**src/rtl/spi_burst_pkg.sv**
```systemverilog
package spi_burst_pkg;

  typedef enum logic [1:0] {
    ST_IDLE  = 2'd0,
    ST_LOAD  = 2'd1,
    ST_SHIFT = 2'd2,
    ST_TRAIL = 2'd3
  } seq_state_e;

  // pin level of a chip-select line given whether it is asserted
  function automatic logic cs_pin(input logic asserted, input logic act_high);
    return asserted ? act_high : ~act_high;
  endfunction

endpackage

```
**src/rtl/spi_burst_shreg.sv**
```systemverilog
module spi_burst_shreg #(
  parameter int WORD_W = 8
) (
  input  logic              clk,
  input  logic              rst_n,
  input  logic              load,
  input  logic [WORD_W-1:0] load_word,
  input  logic              lsb_first,
  input  logic              shift_en,
  input  logic              sample_en,
  input  logic              miso,
  output logic              mosi,
  output logic [WORD_W-1:0] rx_word
);

  logic [WORD_W-1:0] tx_sh;
  logic [WORD_W-1:0] rx_sh;

  function automatic logic [WORD_W-1:0] push_out(input logic [WORD_W-1:0] w, input logic lsb);
    return lsb ? {1'b0, w[WORD_W-1:1]} : {w[WORD_W-2:0], 1'b0};
  endfunction

  function automatic logic [WORD_W-1:0] push_in(input logic [WORD_W-1:0] w, input logic b,
                                                input logic lsb);
    return lsb ? {b, w[WORD_W-1:1]} : {w[WORD_W-2:0], b};
  endfunction

  assign mosi    = lsb_first ? tx_sh[0] : tx_sh[WORD_W-1];
  // the bit sampled in this cycle is already part of the word handed out
  assign rx_word = sample_en ? push_in(rx_sh, miso, lsb_first) : rx_sh;

  always_ff @(posedge clk or negedge rst_n) begin
    if (!rst_n) begin
      tx_sh <= '0;
      rx_sh <= '0;
    end else begin
      if (load)          tx_sh <= load_word;
      else if (shift_en) tx_sh <= push_out(tx_sh, lsb_first);
      if (sample_en)     rx_sh <= rx_word;
    end
  end

endmodule

```
**src/rtl/spi_burst_csgen.sv**
```systemverilog
module spi_burst_csgen #(
  parameter int NUM_CS = 4,
  parameter int SEL_W  = 2
) (
  input  logic [SEL_W-1:0]  sel,
  input  logic              manual,
  input  logic              level,
  input  logic              act_high,
  input  logic              busy,
  output logic [NUM_CS-1:0] cs_o
);
  import spi_burst_pkg::*;

  for (genvar i = 0; i < NUM_CS; i++) begin : g_line
    assign cs_o[i] = (sel == SEL_W'(i)) ? (manual ? level : cs_pin(busy, act_high))
                                        : cs_pin(1'b0, act_high);
  end

endmodule

```
**src/rtl/spi_burst_engine.sv**
```systemverilog
module spi_burst_engine #(
  parameter int WORD_W = 8,
  parameter int CNT_W  = 24,
  parameter int NUM_CS = 4
) (
  input  logic                       clk,
  input  logic                       rst_n,
  input  logic                       tick,
  input  logic                       go,
  input  logic                       cfg_cpol,
  input  logic                       cfg_cpha,
  input  logic                       cfg_lsb_first,
  input  logic                       cfg_drop_rx,
  input  logic [$clog2(NUM_CS)-1:0]  cfg_cs_sel,
  input  logic                       cfg_cs_manual,
  input  logic                       cfg_cs_level,
  input  logic                       cfg_cs_act_high,
  input  logic [CNT_W-1:0]           burst_len,
  input  logic [CNT_W-1:0]           tx_len,
  input  logic                       tx_valid,
  input  logic [WORD_W-1:0]          tx_data,
  output logic                       tx_pop,
  output logic                       rx_push,
  output logic [WORD_W-1:0]          rx_data,
  output logic                       sclk,
  output logic                       mosi,
  input  logic                       miso,
  output logic [NUM_CS-1:0]          cs_o,
  output logic                       busy,
  output logic                       done
);
  import spi_burst_pkg::*;

  localparam int SEL_W = $clog2(NUM_CS);
  localparam int BIT_W = $clog2(WORD_W);
  localparam logic [BIT_W-1:0] LAST_BIT = BIT_W'(WORD_W - 1);

  seq_state_e       state;
  logic             phase;      // 0: next tick is a leading edge
  logic [BIT_W-1:0] bit_cnt;
  logic [CNT_W-1:0] byte_idx;
  logic             done_r;

  // named internal events
  logic             in_shift, lead_tick, trail_tick;
  logic             sample_en, shift_en, byte_end;
  logic             in_tx_phase, last_byte, load_ok, start_ok;
  logic [CNT_W-1:0] next_idx;
  logic [WORD_W-1:0] load_word, rx_word;

  assign in_shift    = (state == ST_SHIFT);
  assign lead_tick   = in_shift && tick && !phase;
  assign trail_tick  = in_shift && tick && phase;
  assign sample_en   = cfg_cpha ? trail_tick : lead_tick;
  assign shift_en    = cfg_cpha ? (lead_tick && (bit_cnt != '0))
                                : (trail_tick && (bit_cnt != LAST_BIT));
  assign byte_end    = trail_tick && (bit_cnt == LAST_BIT);
  assign in_tx_phase = (byte_idx < tx_len);
  assign next_idx    = byte_idx + 1'b1;
  assign last_byte   = (next_idx == burst_len);
  assign load_ok     = (state == ST_LOAD) && tick && (!in_tx_phase || tx_valid);
  assign start_ok    = go && (state == ST_IDLE);
  assign load_word   = in_tx_phase ? tx_data : '0;

  assign tx_pop  = load_ok && in_tx_phase;
  assign rx_push = byte_end && !(cfg_drop_rx && in_tx_phase);
  assign rx_data = rx_word;
  assign sclk    = cfg_cpol ^ (in_shift && phase);
  assign busy    = (state != ST_IDLE);
  assign done    = done_r;

  always_ff @(posedge clk or negedge rst_n) begin
    if (!rst_n) begin
      state    <= ST_IDLE;
      phase    <= 1'b0;
      bit_cnt  <= '0;
      byte_idx <= '0;
      done_r   <= 1'b0;
    end else begin
      done_r <= 1'b0;
      unique case (state)
        ST_IDLE: begin
          if (start_ok) begin
            byte_idx <= '0;
            if (burst_len == '0) done_r <= 1'b1;
            else                 state  <= ST_LOAD;
          end
        end
        ST_LOAD: begin
          if (load_ok) begin
            state   <= ST_SHIFT;
            phase   <= 1'b0;
            bit_cnt <= '0;
          end
        end
        ST_SHIFT: begin
          if (lead_tick) phase <= 1'b1;
          if (trail_tick) begin
            phase <= 1'b0;
            if (byte_end) begin
              byte_idx <= next_idx;
              state    <= last_byte ? ST_TRAIL : ST_LOAD;
            end else begin
              bit_cnt <= bit_cnt + 1'b1;
            end
          end
        end
        ST_TRAIL: begin
          if (tick) begin
            state  <= ST_IDLE;
            done_r <= 1'b1;
          end
        end
        default: state <= ST_IDLE;
      endcase
    end
  end

  spi_burst_shreg #(.WORD_W(WORD_W)) shreg_i (
    .clk       (clk),
    .rst_n     (rst_n),
    .load      (load_ok),
    .load_word (load_word),
    .lsb_first (cfg_lsb_first),
    .shift_en  (shift_en),
    .sample_en (sample_en),
    .miso      (miso),
    .mosi      (mosi),
    .rx_word   (rx_word)
  );

  spi_burst_csgen #(.NUM_CS(NUM_CS), .SEL_W(SEL_W)) csgen_i (
    .sel      (cfg_cs_sel),
    .manual   (cfg_cs_manual),
    .level    (cfg_cs_level),
    .act_high (cfg_cs_act_high),
    .busy     (busy),
    .cs_o     (cs_o)
  );

endmodule

```
**config.mk**
```make
export PLATFORM = sky130hd
export DESIGN_NAME = spi_burst_engine
export DESIGN_NICKNAME = d
export VERILOG_FILES = /design/src/rtl/spi_burst_pkg.sv /design/src/rtl/spi_burst_shreg.sv /design/src/rtl/spi_burst_csgen.sv /design/src/rtl/spi_burst_engine.sv
export SDC_FILE = /design/constraint.sdc
export NUM_CORES = 1
export LEC_CHECK = 0
export BUFFER_PORTS_ARGS = -buffer_cell sky130_fd_sc_hd__clkbuf_2
export CAP_MARGIN = 10
export CELL_PAD_IN_SITES_DETAIL_PLACEMENT = 1
export CELL_PAD_IN_SITES_GLOBAL_PLACEMENT = 1
export CORE_MARGIN = 2
export CORE_UTILIZATION = 35
export CTS_CLUSTER_DIAMETER = 80
export CTS_CLUSTER_SIZE = 28
export DETAILED_ROUTE_END_ITERATION = 8
export PLACE_DENSITY = 0.72
export SYNTH_ARGS = -nofsm -noshare
export SYNTH_HDL_FRONTEND = slang
export SYNTH_HIERARCHICAL = 1
export SYNTH_SLANG_ARGS = --single-unit
```
**constraint.sdc**
```tcl
create_clock -name clk -period 4.8 [get_ports clk]
set_clock_uncertainty 0.1 [all_clocks]
set_input_delay 0.48 -clock clk [delete_from_list [all_inputs] [get_ports clk]]
set_output_delay 0.48 -clock clk [all_outputs]
set_load 0.05 [all_outputs]
```
==> impl_metrics.env, run 1 <==
export IMPL_worstPathRequired_ns=4.22
export IMPL_p_sw_uw=929
export IMPL_syn_area_um2=4280
export IMPL_maxCapViolations=0
export IMPL_final_hold_viol_count=0
export IMPL_synth_warnings=6
export IMPL_arrival_ns=3.23
export IMPL_slew_violations=0
export IMPL_p_leak_nw=2.28
export IMPL_setup_ws_ns=0.995
export IMPL_grt_pass1_vias=4407
export IMPL_cts_tree="yes"
export IMPL_antenna_found_initial=0
export IMPL_hold_slack_ns=0.186
export IMPL_worstHoldPathType="input pin to async pin"
export IMPL_sw_frac_of_total_pct=48.2
export IMPL_rsz0062_at_grt="no"
export IMPL_clkSinkCount=47
export IMPL_mostFrequentLayoutCells="clkbuf_2 (88), nor2_1 (48), nand2_1 (47), dfrtp_1 (47), a21oi_1 (40)"
export IMPL_path_cells="ha_1 -> a211oi_1 -> o21ai_0 -> a21oi_1 -> o21ai_0 -> a21oi_1 -> and4_1 -> clkbuf_2"
export IMPL_first_pass_iters=4
export IMPL_final_common_cell="clkbuf_2"
export IMPL_io_buffers=88
export IMPL_place_detailed_hpwl_mm=10.2
export IMPL_placed_cells=741
export IMPL_synthFlopType="dfrtp_1"
export IMPL_slew_headroom_pct=18.2
export IMPL_cts_resized=0
export IMPL_ys_seq_elements=47
export IMPL_fmax_ghz=0.263
export IMPL_finish_utilization_pct=41.2
export IMPL_gp_congestion=0.816
export IMPL_drive_above_1_share_pct=18.9
export IMPL_synthCells=528
export IMPL_floorplan_die_area_um2=13100
export IMPL_root_buffer="clkbuf_16"
export IMPL_p_int_uw=999
export IMPL_reg2reg_depth=9
export IMPL_start_util_pct=35.8
export IMPL_rows=40
export IMPL_grt_use_total_pct=20.4
export IMPL_seqPwrFrac_pct=30.6
export IMPL_cpPeakStageDelay_ns=0.66
export IMPL_htree_levels=2
export IMPL_synth_edff_count=0
export IMPL_die_h_um=115
export IMPL_finalNonFillerCells=749
export IMPL_endpoint="tx_pop"
export IMPL_antenna_cells=0
export IMPL_syn_area_per_cell_um2=8.11
export IMPL_post_route_min_period_ns=3.81
export IMPL_worstPathMaxFanout=10
export IMPL_final_nets=703
export IMPL_worstMarginPinSlew_ns=1.22
export IMPL_yosysSeqAreaShare_pct=27.5
export IMPL_setup_violations_final=0
export IMPL_finalPower_mw=1.93
export IMPL_cts_setup_buffers=0
export IMPL_clkPwrFrac_pct=18.5
export IMPL_vias=4190
export IMPL_outcome="complete, no violations"
export IMPL_fp_dieW_um=115
export IMPL_wl_mm=13.0
export IMPL_cts_reportedPaths_clkPinSlew_ns=0.07
export IMPL_grt_pass1_wl_mm=21.4
export IMPL_placed_area_um2=4790
export IMPL_routedWlPerCell_um=17.4
export IMPL_drt_iter0_markers=155
export IMPL_power_density_nw_per_um2=391
export IMPL_ff2ff_setup_slack_ns=1.63
export IMPL_fin_setup_tns_ns=0
export IMPL_pwr_share_comb_pct=50.9
export IMPL_clk_latency_ns=0.30
export IMPL_postRouteAntennaNets=0
export IMPL_grt_max_degree=48
export IMPL_synth_net_count=630
export IMPL_min_period_over_period_pct=79.3
export IMPL_drc=0
export IMPL_r2r_start="byte_idx[2]$_DFFE_PN0P_"
export IMPL_design_area_um2=4930
export IMPL_dpl_worst_slack_ns=1.19
export IMPL_area_growth_pct=15.1
export IMPL_globalRoute_totalOverflow=0
export IMPL_irDropWorstVdd_mv=0.126
export IMPL_synth_distinct_cells=64
export IMPL_synthArstFlopShare_pct=100
export IMPL_vias_per_cell=5.59
export IMPL_worst_setup_path_end_kind="primary output"
export IMPL_io_pins=89
export IMPL_ctsHoldBuffers=0
export IMPL_start_kind="register"
export IMPL_cp_startpoint="byte_idx[2]$_DFFE_PN0P_"
export IMPL_cpMaxStageDelayCell="a21oi_1"
export IMPL_clock_path_buffers=2
export IMPL_path_class="register to primary output"
export IMPL_core_area_um2=12000
export IMPL_cts_buffers=5
export IMPL_rr_endpoint="shreg_i/tx_sh[1]$_DFFE_PN0P_"
power groups by stage:
stage / Clock, mW / Sequential [mW] / Combinational, mW
finish: 0.356 / 0.591 / 0.982
global route: 0.383 / 0.603 / 1.09
floorplan: 0 / 0.558 / 0.745
global placement: 0 / 0.590 / 0.946
detailed placement: 0 / 0.596 / 0.983
CTS: 0.367 / 0.589 / 0.989
worst min path at each step:
stage                                            start                      endpoint  slack [ns]
final                                            rst_n  shreg_i/tx_sh[6]$_DFFE_PN0P_        0.19
after global routing                             rst_n  shreg_i/tx_sh[6]$_DFFE_PN0P_        0.25
after detailed placement  shreg_i/rx_sh[0]$_DFFE_PN0P_  shreg_i/rx_sh[0]$_DFFE_PN0P_        0.46
after floorplan                                  rst_n        bit_cnt[0]$_DFFE_PN0P_        0.08
after CTS                                        rst_n  shreg_i/tx_sh[5]$_DFFE_PN0P_        0.23
after global placement    shreg_i/rx_sh[0]$_DFFE_PN0P_  shreg_i/rx_sh[0]$_DFFE_PN0P_        0.43
registers in the layout, indices dropped and copies added (netlist names):
signal         cells
byte_idx          24
shreg_i/rx_sh      8
shreg_i/tx_sh      8
bit_cnt            3
state              2
done               1
phase              1
routing by layer:
metal	global-route usage, %	wire length, um	vias up	part of all wire [%]
li1	-	-	2054	-
met1	24.9	5750	2034	44
met2	37.2	6570	77	50
met3	2.81	398	25	3.1
met4	5.85	300	0	2.3
met5	0	0	-	0
kinds of logic after synthesis:
| kind of cell | after synthesis | synth area share [%] |
|---|---|---|
| buf+inv | 61 | 6.57 |
| fa+ha+maj | 31 | 9.05 |
| xor+xnor | 34 | 6.95 |
| flops | 47 | 27.5 |
| simple gates | 195 | 24.5 |
| compound gates | 136 | 19.8 |
| mux | 24 | 5.67 |
cell type report:
class / instances / area (um^2)
timing repair buffer: 91 / 463
multi-input combinational: 420 / 2830
sequential: 47 / 1180
fill: 1500 / 7030
clock buffer: 5 / 125
inverter: 36 / 135
tap: 147 / 184
clock inverter: 3 / 18.8
cell usage after synthesis (all sizes together), types with 3 or more instances:
cell | number | area, um^2
o21ai | 37 | 185
a2111oi | 3 | 32.5
clkbuf | 14 | 55.1
and3 | 7 | 43.8
nand2b | 6 | 40.0
nor3 | 13 | 81.3
nor4b | 3 | 26.3
a31oi | 6 | 37.5
mux2i | 22 | 220
nor4 | 10 | 77.6
nor2 | 48 | 180
buf | 11 | 91.3
or2 | 3 | 18.8
xor2 | 9 | 78.8
nand3b | 4 | 30.0
xnor2 | 25 | 219
o41ai | 6 | 52.6
nand2 | 47 | 176
o22ai | 5 | 31.3
ha | 31 | 388
nand3 | 16 | 85.1
o31ai | 10 | 75.1
dfrtp | 47 | 1180
a21oi | 41 | 209
or3 | 4 | 25.0
nor2b | 3 | 18.8
o211ai | 8 | 60.1
inv | 36 | 135
a211oi | 5 | 42.5
a21o | 4 | 30.0
or3b | 6 | 52.6
nand4 | 10 | 83.8
and2 | 9 | 56.3
critical path, delay by kind of cell, from the launching register on:
kind	cells	cell delay, ns
flops	1	0.54
fa+ha+maj	1	0.31
buf+inv	1	0.29
compound gates	5	1.46
simple gates	1	0.32
Power figures use the tool's default switching activity.
==> run 2: changes to the inputs <==
Settings changed: PLACE_DENSITY 0.72 to 0.75.
Clock period 4.8 ns to 3.25 ns, I/O delays scaled along.
==> impl_metrics.env, run 2 (synthesis gave the netlist of run 1 again) <==
export IMPL_worstPathMaxFanout=9
export IMPL_worstHoldPathType="input pin to register"
export IMPL_maxCapViolations=0
export IMPL_worst_setup_path_end_kind="primary output"
export IMPL_drive_above_1_share_pct=20.4
export IMPL_power_density_nw_per_um2=574
export IMPL_post_route_min_period_ns=3.04
export IMPL_cts_reportedPaths_clkPinSlew_ns=0.07
export IMPL_arrival_ns=2.61
export IMPL_floorplan_die_area_um2=13100
export IMPL_outcome="complete, no violations"
export IMPL_first_pass_iters=4
export IMPL_clkSinkCount=47
export IMPL_clock_path_buffers=2
export IMPL_grt_use_total_pct=20.9
export IMPL_mostFrequentLayoutCells="clkbuf_2 (88), nor2_1 (48), nand2_1 (47), dfrtp_1 (47), a21oi_1 (40)"
export IMPL_io_pins=89
export IMPL_use_met3_pct=2.65
export IMPL_drc=0
export IMPL_start_util_pct=35.8
export IMPL_antenna_cells=0
export IMPL_rows=40
export IMPL_p_leak_nw=2.34
export IMPL_finalPower_mw=2.88
export IMPL_antenna_found_initial=0
export IMPL_area_growth_pct=17.3
export IMPL_grt_max_degree=33
export IMPL_finalNonFillerCells=759
export IMPL_place_detailed_hpwl_mm=10.4
export IMPL_pwr_share_comb_pct=51.2
export IMPL_p_sw_mw=1.38
export IMPL_setup_violations_final=0
export IMPL_placed_area_um2=4860
export IMPL_clk_latency_ns=0.30
export IMPL_slew_headroom_pct=30.9
export IMPL_final_hold_viol_count=0
export IMPL_final_common_cell="clkbuf_2"
export IMPL_rsz0062_at_grt="no"
export IMPL_root_buffer="clkbuf_16"
export IMPL_fin_setup_tns_ns=0
export IMPL_core_area_um2=12000
export IMPL_wl_mm=13.2
export IMPL_start_kind="register"
export IMPL_design_area_um2=5030
export IMPL_sw_frac_of_total_pct=47.9
export IMPL_grt_pass1_wl_mm=22.0
export IMPL_path_class="register to primary output"
export IMPL_use_met1_pct=27.1
export IMPL_p_int_mw=1.50
export IMPL_top_register="byte_idx"
export IMPL_grt_busiest_layer="met2"
export IMPL_grt_pass1_vias=4431
export IMPL_worstPathRequired_ns=2.82
export IMPL_hold_slack_ns=0.225
export IMPL_fmax_ghz=0.329
export IMPL_routedWlPerCell_um=17.3
export IMPL_seqPwrFrac_pct=30.1
export IMPL_io_buffers=88
export IMPL_placed_cells=751
export IMPL_htree_levels=2
export IMPL_vias=4238
export IMPL_slew_violations=0
export IMPL_clkPwrFrac_pct=18.7
export IMPL_gr_usage_met2_pct=37.6
export IMPL_fp_dieW_um=115
export IMPL_largestRegisters="byte_idx: 24 flops, shreg_i/rx_sh: 8 flops, shreg_i/tx_sh: 8 flops"
export IMPL_globalRoute_totalOverflow=0
export IMPL_min_period_over_period_pct=93.5
export IMPL_drt_iter0_markers=147
export IMPL_irDropWorstVdd_mv=0.224
export IMPL_cts_buffers=5
export IMPL_die_h_um=115
export IMPL_largest_register_ffs=24
export IMPL_vias_per_cell=5.58
export IMPL_postRouteAntennaNets=0
export IMPL_cts_tree="yes"
export IMPL_cts_setup_buffers=0
export IMPL_gp_congestion=0.881
export IMPL_final_nets=714
export IMPL_worstMarginPinSlew_ns=1.04
==> run 2: changes by cell type in the layout (fill, tap and decap cells not counted), sizes merged <==
cell and change:
dlygate4sd3 +1, buf +10, clkbuf +1, inv -1, clkinv -1
==> run 2: area by class of cell <==
cell class | count | area [um^2]
clock buffers | 6 | 139
clock inverters | 1 | 5.00
fillers | 1472 | 6930
inverters | 36 | 135
multi-input cells | 420 | 2840
flip-flops and latches | 47 | 1180
well taps | 147 | 184
repair buffers | 102 | 548
==> run 2: path summary, 6_finish.rpt <==
path,from,end,slack (ns),depth (start not counted)
max,byte_idx[21]$_DFFE_PN0P_,rx_push,0.21,8
min,go,done$_DFF_PN0_,0.22,3
max reg2reg,byte_idx[7]$_DFFE_PN0P_,shreg_i/tx_sh[1]$_DFFE_PN0P_,0.37,9
min reg2reg,shreg_i/rx_sh[0]$_DFFE_PN0P_,shreg_i/rx_sh[0]$_DFFE_PN0P_,0.46,2
max in group asynchronous,rst_n,bit_cnt[0]$_DFFE_PN0P_,1.70,3
min in group asynchronous,rst_n,shreg_i/tx_sh[3]$_DFFE_PN0P_,0.53,2
==> run 2: critical path: stages, from the launching register on <==
cell and delay, ns:
dfrtp_1 0.49, ha_1 0.35, nand4_1 0.16, nor4_2 0.38
buf_4 0.20, a21oi_1 0.10, buf_4 0.20, a21oi_1 0.15
clkbuf_2 0.29
==> run 2: what timing repair did <==
action | 4_1_cts | 5_1_grt
gates resized for setup | 1 | 3
hold buffers | 1 | 0
setup endpoints to repair | 1 | 1
gates cloned | 0 | 0
endpoints found under the hold margin | 22 | 0
==> run 2: power groups by stage <==
stage / registers, mW / clock network [mW] / logic [mW]
floorplan: 0.824 / 0 / 1.10
global placement: 0.869 / 0 / 1.41
detailed placement: 0.876 / 0 / 1.47
CTS: 0.867 / 0.551 / 1.48
global route: 0.890 / 0.574 / 1.62
finish: 0.867 / 0.540 / 1.48
==> run 2: metal layers <==
layer,routed length (um),up-vias
li1,-,2073
met1,5990,2082
met2,6640,77
met3,449,6
met4,80,0
met5,0,-
==> run 2: through the flow <==
| step | setup WS (ns) | util, % |
|---|---|---|
| after global routing | 0.0218 | 42.0 |
| after floorplan | 0.280 | - |
| after detailed placement | 0.206 | 40.7 |
| after global placement | 0.270 | 40.7 |
| final | 0.211 | 42.0 |
| after CTS | 0.0591 | 41.9 |
